<file path="src/rtl/adc_rd_pkg.sv">
`timescale 1ns/1ps
package adc_rd_pkg;

  typedef enum logic [1:0] {
    MODE_WORD = 2'd0,
    MODE_BYTE = 2'd1,
    MODE_FREE = 2'd2,
    MODE_RSVD = 2'd3
  } busMode_e;

  typedef enum logic [2:0] {
    S_IDLE, S_CONV, S_WAIT_LO, S_WAIT_HI, S_SETUP, S_RD, S_GAP, S_DELIVER
  } state_e;

  // capture strobes from control to datapath
  typedef struct packed {
    logic capWord;
    logic capHi;
    logic capLo;
  } capStrobe_t;

  function automatic int unsigned cycCeil(int unsigned ns, int unsigned per);
    return (ns + per - 1) / per;
  endfunction

  function automatic int unsigned maxU(int unsigned a, int unsigned b);
    return (a > b) ? a : b;
  endfunction

endpackage

</file>
<file path="src/rtl/adc_read_path.sv">
`timescale 1ns/1ps
module adc_read_path
  import adc_rd_pkg::*;
#(
  parameter int unsigned WORD_W      = 16,
  parameter int unsigned SYNC_STAGES = 2
) (
  input  logic              clk,
  input  logic              rstN,
  input  logic              adcBusy,
  input  logic [WORD_W-1:0] adcData,
  input  capStrobe_t        cap,
  output logic              busyLvl,
  output logic [WORD_W-1:0] outData
);
  localparam int unsigned BYTE_W = WORD_W / 2;

  logic [SYNC_STAGES-1:0] syncQ;
  logic [BYTE_W-1:0]      hiQ;

  // busy synchronizer chain, idle level is high
  always_ff @(posedge clk or negedge rstN) begin
    if (!rstN) syncQ <= '1;
    else       syncQ <= {syncQ[SYNC_STAGES-2:0], adcBusy};
  end
  assign busyLvl = syncQ[SYNC_STAGES-1];

  always_ff @(posedge clk or negedge rstN) begin
    if (!rstN) begin
      hiQ     <= '0;
      outData <= '0;
    end else begin
      if (cap.capHi)   hiQ     <= adcData[BYTE_W-1:0];
      if (cap.capLo)   outData <= {hiQ, adcData[BYTE_W-1:0]};
      if (cap.capWord) outData <= adcData;
    end
  end

  AST_CAP_ONEHOT: assert property (@(posedge clk) disable iff (!rstN)
    $onehot0({cap.capWord, cap.capHi, cap.capLo}));

endmodule

</file>
<file path="src/rtl/adc_read_fsm.sv">
`timescale 1ns/1ps
module adc_read_fsm
  import adc_rd_pkg::*;
#(
  parameter int unsigned START_CYC  = 10,
  parameter int unsigned RD_CYC     = 13,
  parameter int unsigned REL_CYC    = 10,
  parameter int unsigned SETUP_CYC  = 2,
  parameter int unsigned TMO_CYC    = 2000,
  parameter int unsigned SAMPLE_CYC = 1200,
  parameter int unsigned CNT_W      = 4,
  parameter int unsigned TMO_W      = 11,
  parameter int unsigned SMP_W      = 11
) (
  input  logic       clk,
  input  logic       rstN,
  input  logic       startReq,
  input  logic       timerEn,
  input  logic [1:0] busMode,
  input  logic       busyLvl,
  input  logic       outReady,
  output logic       adcConvN,
  output logic       adcCsN,
  output logic       adcRdN,
  output logic       adcHiByte,
  output logic       outValid,
  output logic       errTimeout,
  output capStrobe_t cap
);
  state_e           state;
  logic [CNT_W-1:0] cnt;
  logic [TMO_W-1:0] tmo;
  logic [SMP_W-1:0] smp;
  logic             phase;
  logic             errQ;
  busMode_e         mode;
  logic             freeMode, byteMode, timerTick, trigger, tmoHit, cntDone;

  assign mode      = busMode_e'(busMode);
  assign freeMode  = (mode == MODE_FREE);
  assign byteMode  = (mode == MODE_BYTE);
  assign timerTick = timerEn && (smp == SMP_W'(SAMPLE_CYC - 1));
  assign trigger   = startReq || timerTick;
  assign tmoHit    = (tmo == TMO_W'(TMO_CYC - 1));
  assign cntDone   = (cnt == '0);

  // free-running sample timer
  always_ff @(posedge clk or negedge rstN) begin
    if (!rstN)                     smp <= '0;
    else if (!timerEn || timerTick) smp <= '0;
    else                           smp <= smp + 1'b1;
  end

  always_ff @(posedge clk or negedge rstN) begin
    if (!rstN) begin
      state <= S_IDLE;
      cnt   <= '0;
      tmo   <= '0;
      phase <= 1'b0;
      errQ  <= 1'b0;
    end else begin
      case (state)
        S_IDLE: if (trigger) begin
          state <= S_CONV;
          cnt   <= CNT_W'(START_CYC - 1);
          phase <= 1'b0;
        end
        S_CONV: begin
          if (cntDone) begin
            state <= S_WAIT_LO;
            tmo   <= '0;
          end else cnt <= cnt - 1'b1;
        end
        S_WAIT_LO: begin
          tmo <= tmo + 1'b1;
          if (!busyLvl) state <= S_WAIT_HI;
          else if (tmoHit) begin
            state <= S_IDLE;
            errQ  <= 1'b1;
          end
        end
        S_WAIT_HI: begin
          tmo <= tmo + 1'b1;
          if (busyLvl) begin
            if (freeMode) state <= S_DELIVER;
            else begin
              state <= S_SETUP;
              cnt   <= CNT_W'(SETUP_CYC - 1);
            end
          end else if (tmoHit) begin
            state <= S_IDLE;
            errQ  <= 1'b1;
          end
        end
        S_SETUP: begin
          if (cntDone) begin
            state <= S_RD;
            cnt   <= CNT_W'(RD_CYC - 1);
          end else cnt <= cnt - 1'b1;
        end
        S_RD: begin
          if (cntDone) begin
            state <= S_GAP;
            cnt   <= CNT_W'(REL_CYC - 1);
          end else cnt <= cnt - 1'b1;
        end
        S_GAP: begin
          if (cntDone) begin
            if (byteMode && !phase) begin
              phase <= 1'b1;
              state <= S_SETUP;
              cnt   <= CNT_W'(SETUP_CYC - 1);
            end else state <= S_DELIVER;
          end else cnt <= cnt - 1'b1;
        end
        S_DELIVER: if (outReady) state <= S_IDLE;
        default: state <= S_IDLE;
      endcase
    end
  end

  assign cap.capWord = (state == S_RD && cntDone && !byteMode) ||
                       (state == S_WAIT_HI && busyLvl && freeMode);
  assign cap.capHi   = (state == S_RD) && cntDone && byteMode && !phase;
  assign cap.capLo   = (state == S_RD) && cntDone && byteMode && phase;

  assign adcConvN   = (state != S_CONV);
  assign adcCsN     = !(freeMode || state == S_RD);
  assign adcRdN     = !(freeMode || state == S_RD);
  assign adcHiByte  = byteMode && !phase;
  assign outValid   = (state == S_DELIVER);
  assign errTimeout = errQ;

  AST_HB_STABLE: assert property (@(posedge clk) disable iff (!rstN)
    (!adcRdN && $past(!adcRdN)) |-> $stable(adcHiByte));

  AST_ERR_STICKY: assert property (@(posedge clk) disable iff (!rstN)
    errTimeout |=> errTimeout);

  generate
    if (START_CYC > 1) begin : g_convMin
      AST_CONV_MIN: assert property (@(posedge clk) disable iff (!rstN)
        $fell(adcConvN) |=> !adcConvN);
    end
    if (RD_CYC > 1) begin : g_rdMin
      AST_RD_MIN: assert property (@(posedge clk) disable iff (!rstN)
        ($fell(adcRdN) && !freeMode) |=> !adcRdN);
    end
  endgenerate

endmodule

</file>
<file path="src/rtl/adc_read_ctrl.sv">
`timescale 1ns/1ps
module adc_read_ctrl
  import adc_rd_pkg::*;
#(
  parameter int unsigned CLK_PERIOD_NS = 5,
  parameter int unsigned CONV_PULSE_NS = 50,
  parameter int unsigned RD_PULSE_NS   = 60,
  parameter int unsigned ACCESS_NS     = 57,
  parameter int unsigned RELEASE_NS    = 50,
  parameter int unsigned HB_SETUP_NS   = 10,
  parameter int unsigned TIMEOUT_NS    = 10000,
  parameter int unsigned SAMPLE_NS     = 6000,
  parameter int unsigned WORD_W        = 16
) (
  input  logic              clk,
  input  logic              rstN,
  input  logic              startReq,
  input  logic              timerEn,
  input  logic [1:0]        busMode,
  output logic              adcConvN,
  output logic              adcCsN,
  output logic              adcRdN,
  output logic              adcHiByte,
  input  logic              adcBusy,
  input  logic [WORD_W-1:0] adcData,
  output logic              outValid,
  input  logic              outReady,
  output logic [WORD_W-1:0] outData,
  output logic              errTimeout
);
  localparam int unsigned START_CYC  = maxU(1, cycCeil(CONV_PULSE_NS, CLK_PERIOD_NS));
  localparam int unsigned RD_CYC     = maxU(cycCeil(RD_PULSE_NS, CLK_PERIOD_NS),
                                            cycCeil(ACCESS_NS, CLK_PERIOD_NS) + 1);
  localparam int unsigned REL_CYC    = maxU(1, cycCeil(RELEASE_NS, CLK_PERIOD_NS));
  localparam int unsigned SETUP_CYC  = maxU(1, cycCeil(HB_SETUP_NS, CLK_PERIOD_NS));
  localparam int unsigned TMO_CYC    = maxU(2, cycCeil(TIMEOUT_NS, CLK_PERIOD_NS));
  localparam int unsigned SAMPLE_CYC = maxU(2, cycCeil(SAMPLE_NS, CLK_PERIOD_NS));
  localparam int unsigned CNT_MAX    = maxU(maxU(START_CYC, RD_CYC), maxU(REL_CYC, SETUP_CYC));
  localparam int unsigned CNT_W      = $clog2(CNT_MAX + 1);
  localparam int unsigned TMO_W      = $clog2(TMO_CYC + 1);
  localparam int unsigned SMP_W      = $clog2(SAMPLE_CYC + 1);

  capStrobe_t cap;
  logic       busyLvl;

  adc_read_fsm #(
    .START_CYC (START_CYC), .RD_CYC (RD_CYC), .REL_CYC (REL_CYC),
    .SETUP_CYC (SETUP_CYC), .TMO_CYC (TMO_CYC), .SAMPLE_CYC (SAMPLE_CYC),
    .CNT_W (CNT_W), .TMO_W (TMO_W), .SMP_W (SMP_W)
  ) i_fsm (
    .clk, .rstN, .startReq, .timerEn, .busMode, .busyLvl, .outReady,
    .adcConvN, .adcCsN, .adcRdN, .adcHiByte, .outValid, .errTimeout, .cap
  );

  adc_read_path #(.WORD_W (WORD_W), .SYNC_STAGES (2)) i_path (
    .clk, .rstN, .adcBusy, .adcData, .cap, .busyLvl, .outData
  );

  AST_VALID_HOLD: assert property (@(posedge clk) disable iff (!rstN)
    (outValid && !outReady) |=> (outValid && $stable(outData)));

  AST_NO_RD_IN_CONV: assert property (@(posedge clk) disable iff (!rstN)
    (!busyLvl && busMode != 2'd2) |-> adcRdN);

endmodule

</file>
<file path="config.mk">
export PLATFORM = sky130hd
export DESIGN_NAME = adc_read_ctrl
export DESIGN_NICKNAME = d
export VERILOG_FILES = /design/src/rtl/adc_rd_pkg.sv /design/src/rtl/adc_read_path.sv /design/src/rtl/adc_read_fsm.sv /design/src/rtl/adc_read_ctrl.sv
export SDC_FILE = /design/constraint.sdc
export NUM_CORES = 1
export LEC_CHECK = 0
export BUFFER_PORTS_ARGS = -buffer_cell sky130_fd_sc_hd__buf_2
export CAP_MARGIN = 20
export CELL_PAD_IN_SITES_DETAIL_PLACEMENT = 1
export CELL_PAD_IN_SITES_GLOBAL_PLACEMENT = 2
export CORE_UTILIZATION = 30
export DETAILED_ROUTE_END_ITERATION = 10
export PLACE_DENSITY_LB_ADDON = 0.1
export RECOVER_POWER = 100
export SYNTH_ARGS = -nofsm -noshare
export SYNTH_HDL_FRONTEND = slang
export SYNTH_SLANG_ARGS = --single-unit
</file>
<file path="constraint.sdc">
create_clock -name clk -period 1.9 [get_ports clk]
set_input_delay 0 -clock clk [delete_from_list [all_inputs] [get_ports clk]]
set_output_delay 0 -clock clk [all_outputs]
set_load 0.05 [all_outputs]
</file>
* After elaboration in Yosys (flattened, before gate mapping)
Cells that the tools add are included.
** Word-level totals
- Logic and storage cells :: 101
- Register bits after elaboration :: 57
- Output and inout port bits :: 22
- Input bits :: 24
** Cells by class
- Eq/ne operators :: 25
- Multiplexer cells :: 34
- Add/subtract/negate cells :: 3
- Reduce and logical (&&, ||, !) cells :: 30
** Operators with widths (count)
- two-way mux 16 bit :: 2
- two-way mux 4 bit :: 8
- two-way mux 3 bit :: 9
- one-hot mux 3 bit (8 select lines) :: 1
- one-hot mux 4 bit (6 select lines) :: 1
- adder 11 x 1 -> 11 bit, second input constant :: 2
- == test 11 bit, second input constant :: 2
- two-way mux 11 bit :: 2
- one-hot mux 11 bit (2 select lines) :: 1
- inequality test 2 x 1 -> 1 bit, second input constant :: 8
- == test 3 bit, second input constant :: 4
- AND reduction 6 bit :: 2
- logical AND 1 bit :: 9
- inequality test 2 bit, second input constant :: 4
- nonzero test 2 bit :: 4
- == test 3 x 2 -> 1 bit, second input constant :: 2
- two-way mux 1 bit :: 6
- nonzero test 6 bit :: 1
- zero test 1 bit :: 4
- zero test 4 bit :: 1
- logical OR 1 bit :: 4
- two-way mux 2 bit :: 2
- one-hot mux 1 bit (2 select lines) :: 2
- AND reduction 4 bit :: 1
- other kinds (10) :: 10

* Longest topological paths before layout
- Word-level depth :: 6
- Gate-level depth with buffers :: 8
- Mapped depth without buffers :: 7

* Cells and area by module
A second synthesis with hierarchy kept.
** Second synthesis, totals
- Cell total of the unflattened synthesis :: 277
- Area, all modules :: 2922.8 µm²
** By module, submodules not included
- adc_read_fsm :: cells an instance 206, area an instance 1856.8 µm², times used 1
- adc_read_path :: cells an instance 71, area an instance 1066.0 µm², times used 1

* Worst setup path before layout
Ideal clock, no wire load.
- Kind :: reg2reg
- From :: register i_fsm.phase
- To :: register i_path.outData[4]
- Period minus slack after synthesis :: 2.029 ns
- Stages on the path, launching flop included :: 6
- Library setup time :: 0.128 ns
- Path buffers :: 1
- Arrival :: 1.902 ns
- Setup slack :: -0.129 ns
- Required time :: 1.772 ns
- Cell sequence :: dfrtp_1 -> nor3b_4 -> nor3_2 -> o21ai_4 -> buf_2 -> mux2_1
** On the way
- Word-level cells in the longest chain between the ends :: 2
** Ends and longest elaborated chain
- start, declared :: line adc_read_fsm.sv:34 : logic phase;
- start signal, assigned :: line adc_read_fsm.sv:59 : phase <= 1'b0;
- start signal, assigned :: line adc_read_fsm.sv:66 : phase <= 1'b0;
- start signal, assigned :: line adc_read_fsm.sv:110 : phase <= 1'b1;
- logical AND 1 bit :: line adc_read_fsm.sv:125 : assign cap.capLo = (state == S_RD) && cntDone && byteMode && phase;
- nonzero test 2 bit (no line)
- end signal, assigned :: line adc_read_path.sv:34 : if (cap.capLo) outData <= {hiQ, adcData[BYTE_W-1:0]};
- end signal, assigned :: line adc_read_path.sv:35 : if (cap.capWord) outData <= adcData;
- end, declared :: line adc_read_path.sv:14 : output logic [WORD_W-1:0] outData
Every way passes these cells.
A chain may end at the register's enable or synchronous reset.

* Final worst setup path
- From :: register i_fsm.cnt[1]
- To :: register i_path.hiQ[1]
** On the way
- Word-level cells in the longest chain between the ends :: 4
** Ends and longest elaborated chain
- start, declared :: line adc_read_fsm.sv:31 : logic [CNT_W-1:0] cnt;
- start signal, assigned :: line adc_read_fsm.sv:65 : cnt <= CNT_W'(START_CYC - 1);
- start signal, assigned :: line adc_read_fsm.sv:72 : end else cnt <= cnt - 1'b1;
- start signal, assigned :: line adc_read_fsm.sv:88 : cnt <= CNT_W'(SETUP_CYC - 1);
- zero test 4 bit :: line adc_read_fsm.sv:45 : assign cntDone = (cnt == '0);
- logical AND 1 bit (3 in series) :: line adc_read_fsm.sv:124 : assign cap.capHi = (state == S_RD) && cntDone && byteMode && !phase;
- end signal, assigned :: line adc_read_path.sv:33 : if (cap.capHi) hiQ <= adcData[BYTE_W-1:0];
- end, declared :: line adc_read_path.sv:19 : logic [BYTE_W-1:0] hiQ;
Every way passes these cells.

==> metrics.txt <==
status=finished with violations; violated checks=negative setup slack; share of layout cells above drive strength 1=37.6%; vias in the first global route=2549; clock sink count=57; Die Height=100 um; Final Hold Viols=0; Tightest Pin Transition=between 1 and 1.5 ns; ys flop type=dfrtp_1; worst reg2reg path startpoint=i_fsm.cnt[1]; Synth cell types=58; reg2reg setup slack=-0.07 ns; Design Area, Final=roughly 4100 um2; Layout area overhead=42.6%; Hold Path Sink=i_fsm.phase; Netlist Area Pre-Place=2910 um2; fmax=0.509 GHz; mux share of post-synthesis cell area=10.5%; Site Rows=35; VDD IR-drop max=0.648 mV; Die X=about 100 um; cell count after synthesis=roughly 270; GR Util All Layers=17.1%; Post-Synth XOR/XNOR Area=under 10%; final wirelength=8.11 mm; Hold/Removal Path Class=input pin to register; Final GP Congestion=0.735; pre-CTS setup slack=-0.183 ns; Post-route DRC=0; Max clock buf depth=2; Antenna Nets Post-Route=0; via count=2456; most frequent cells in the layout=dfrtp_1, buf_4, buf_2, nor2_1; critical path type=register to register; worst path arrival time=2.18 ns; HP Start=busMode[0]; period utilisation layout=103%; Synth Net Count=slightly below 300; CTS Buf Count=9; Core Util, Final=44.4%; Final WS setup=-0.0661 ns; RSZ-0062 raised after global routing=yes; NumNets Final=414; Slew Viols, Final=0; core area=9330 um2; grt total ovfl=0; full die area=10100 um2; area occupied by multi-input gates=1540 um2; Avg WL per Cell=15.6 um; Post-DP HPWL=5.57 mm; Syn Area/Cell=roughly 11 um2; CTS tree=built; FF+latch count, synth=57; max-cap violations=0; area leader, netlist=dfrtp_1; commonest non-fill, non-tap cell in the layout=dfrtp_1; ranking of synthesized cells by area=dfrtp_1, mux2_1, xor2_1; Pwr per Cell Area=1470 nW/um2; io pins=46; Slew headroom=11.6%; worst-path maximum fanout=8; skew final=0.0106 ns; Synth Area in Compound Gates=between 10% and 20%; Port Buffers=45; antenna violations before repair=0; Yosys top cell area share=between 40% and 50%; Reg clk slew, reported paths=0.07 ns; Worst R2R Path Depth=7; CP Capture Type=register; WHS Path Cells=3; largest family of logic cells by synthesized area=simple AND/OR/NAND/NOR gates; startpoint types=register; post-synthesis adder-cell area fraction=1.72%; r2r endpoint=i_path.hiQ[1]; leakage power=between 1.5 and 2 nW; drt initial violations=43; largest net degree at the start of global routing=26; WP data required=2.11 ns; Synth Area in Simple Gates=19.3%; first-pass GRT wire length=13.1 mm; Post-synth ARST share=100%; Area after DPL=between 3000 and 4000 um2; H-tree depth=3; Fillers=1059; clock latency on the worst-skew pair=0.34 ns; critical path, cell by cell=inv_2 > ha_4 > or3b_4 > buf_6 > nor2_4 > nand3_4 > mux2_1; delay of the slowest critical-path stage=0.42 ns; Setup Viol. Count Final=20; sequential-to-total area share from yosys stat=49.2%; min Tclk post-route=1.97 ns; Starting Density=31.1%; Pre-antenna DRT Iters=4; drt via density=4.72; Post-synth EDFFs=0; root buffer cell=clkbuf_8; Slowest-stage cell, CP=or3b_4; Syn. warnings=0; # diodes=0; Register Area=between 1000 and 1500 um2
-- where the power goes --
group,total (mW),switching (mW),internal (mW)
Sequential,1.80,0.218,1.58
Clock,1.02,0.546,0.470
Combinational,3.29,1.95,1.33
-- kinds of logic after synthesis --
logic type / Yosys count
XOR/XNOR: 19
AND/OR/NAND/NOR: 97
multiplexers: 28
AO/OA/AOI/OAI: 46
flip-flops: 57
buffers and inverters: 16
adder cells (fa/ha/maj): 4
-- how the worst max path moves through the flow --
stage / depth (start not counted) / from / endpoint
after global placement: 6 / i_fsm.smp[0] / i_fsm.cnt[2]
after detailed placement: 8 / i_fsm.cnt[0] / i_path.outData[14]
after global routing: 8 / i_fsm.cnt[1] / i_path.outData[8]
after CTS: 7 / i_fsm.cnt[0] / i_path.hiQ[1]
final: 7 / i_fsm.cnt[1] / i_path.hiQ[1]
after floorplan: 5 / i_fsm.phase / i_path.outData[4]
-- through the flow --
| stage | hold slack, ns | cells | power (mW) | TNS [ns] |
|---|---|---|---|---|
| global route | 0.0873 | 520 | 6.50 | -5.18 |
| CTS | 0.0818 | 517 | 6.04 | -0.896 |
| finish | 0.0970 | 520 | 6.10 | -0.816 |
| floorplan | -0.296 | 267 | 3.86 | -0.689 |
| detailed placement | 0.0415 | 476 | 4.82 | -3.82 |
| global placement | 0.0402 | 476 | 4.76 | -2.43 |
-- area by class of cell --
class                           instances  share of cell area, %
Inverter                                7                  0.634
Sequential cell                        57                   34.5
Timing Repair Buffer                  116                   19.7
Tap cell                              129                   3.89
Clock buffer                            9                   2.99
Multi-Input combinational cell        195                   37.1
Clock inverter                          7                   1.12
-- synth_stat cells (2+ instances only) --
cell type	n
and4_1	2
and2b_1	2
ha_1	4
nand4bb_1	2
xnor2_1	4
a21oi_1	6
and3_1	2
o21ai_0	8
nand3_1	9
inv_1	6
nand2b_1	3
nor2b_1	3
nand2_1	20
o211ai_1	3
nor3_1	5
a211o_1	2
dfrtp_1	55
clkbuf_1	3
o31ai_1	2
dfstp_2	2
nand4_1	5
nor2_1	25
o21ai_1	11
and2_1	2
xor2_1	15
mux2i_1	9
buf_2	5
nor4b_1	2
or3_1	3
mux2_1	19
-- flip-flops by register name (all words and copies together), names as in the netlist --
| name | count |
|---|---|
| i_path.outData | 16 |
| i_fsm.smp | 11 |
| i_fsm.tmo | 11 |
| i_path.hiQ | 8 |
| i_fsm.cnt | 4 |
| i_fsm.state | 3 |
| i_path.syncQ | 2 |
| i_fsm.errTimeout | 1 |
| i_fsm.phase | 1 |
-- routing by layer --
layer | wire, um | vias up | GRT usage (%)
met5 | 0 | - | 0
met2 | 3950 | 47 | 27.8
met3 | 248 | 4 | 3.76
met4 | 65 | 0 | 5.13
met1 | 3840 | 1213 | 22.8
li1 | - | 1192 | -
-- worst max-delay path, delay by kind of cell, from the launching register on --
family                     cells  cell delay (ns)
adders and majority gates      1             0.13
buffers and inverters          2             0.22
DFF                            1             0.40
muxes                          1             0.35
and+or+nand+nor                3             0.75
-- repair_timing --
action | in CTS | in global routing
hold buffers | 20 | 0
hold endpoints to repair | 50 | 0
setup buffers | 4 | 3
gates cloned | 1 | 0
gates resized for setup | 10 | 9
setup endpoints to repair | 28 | 31
pin swaps | 8 | 5
Power figures use the tool's default switching activity.
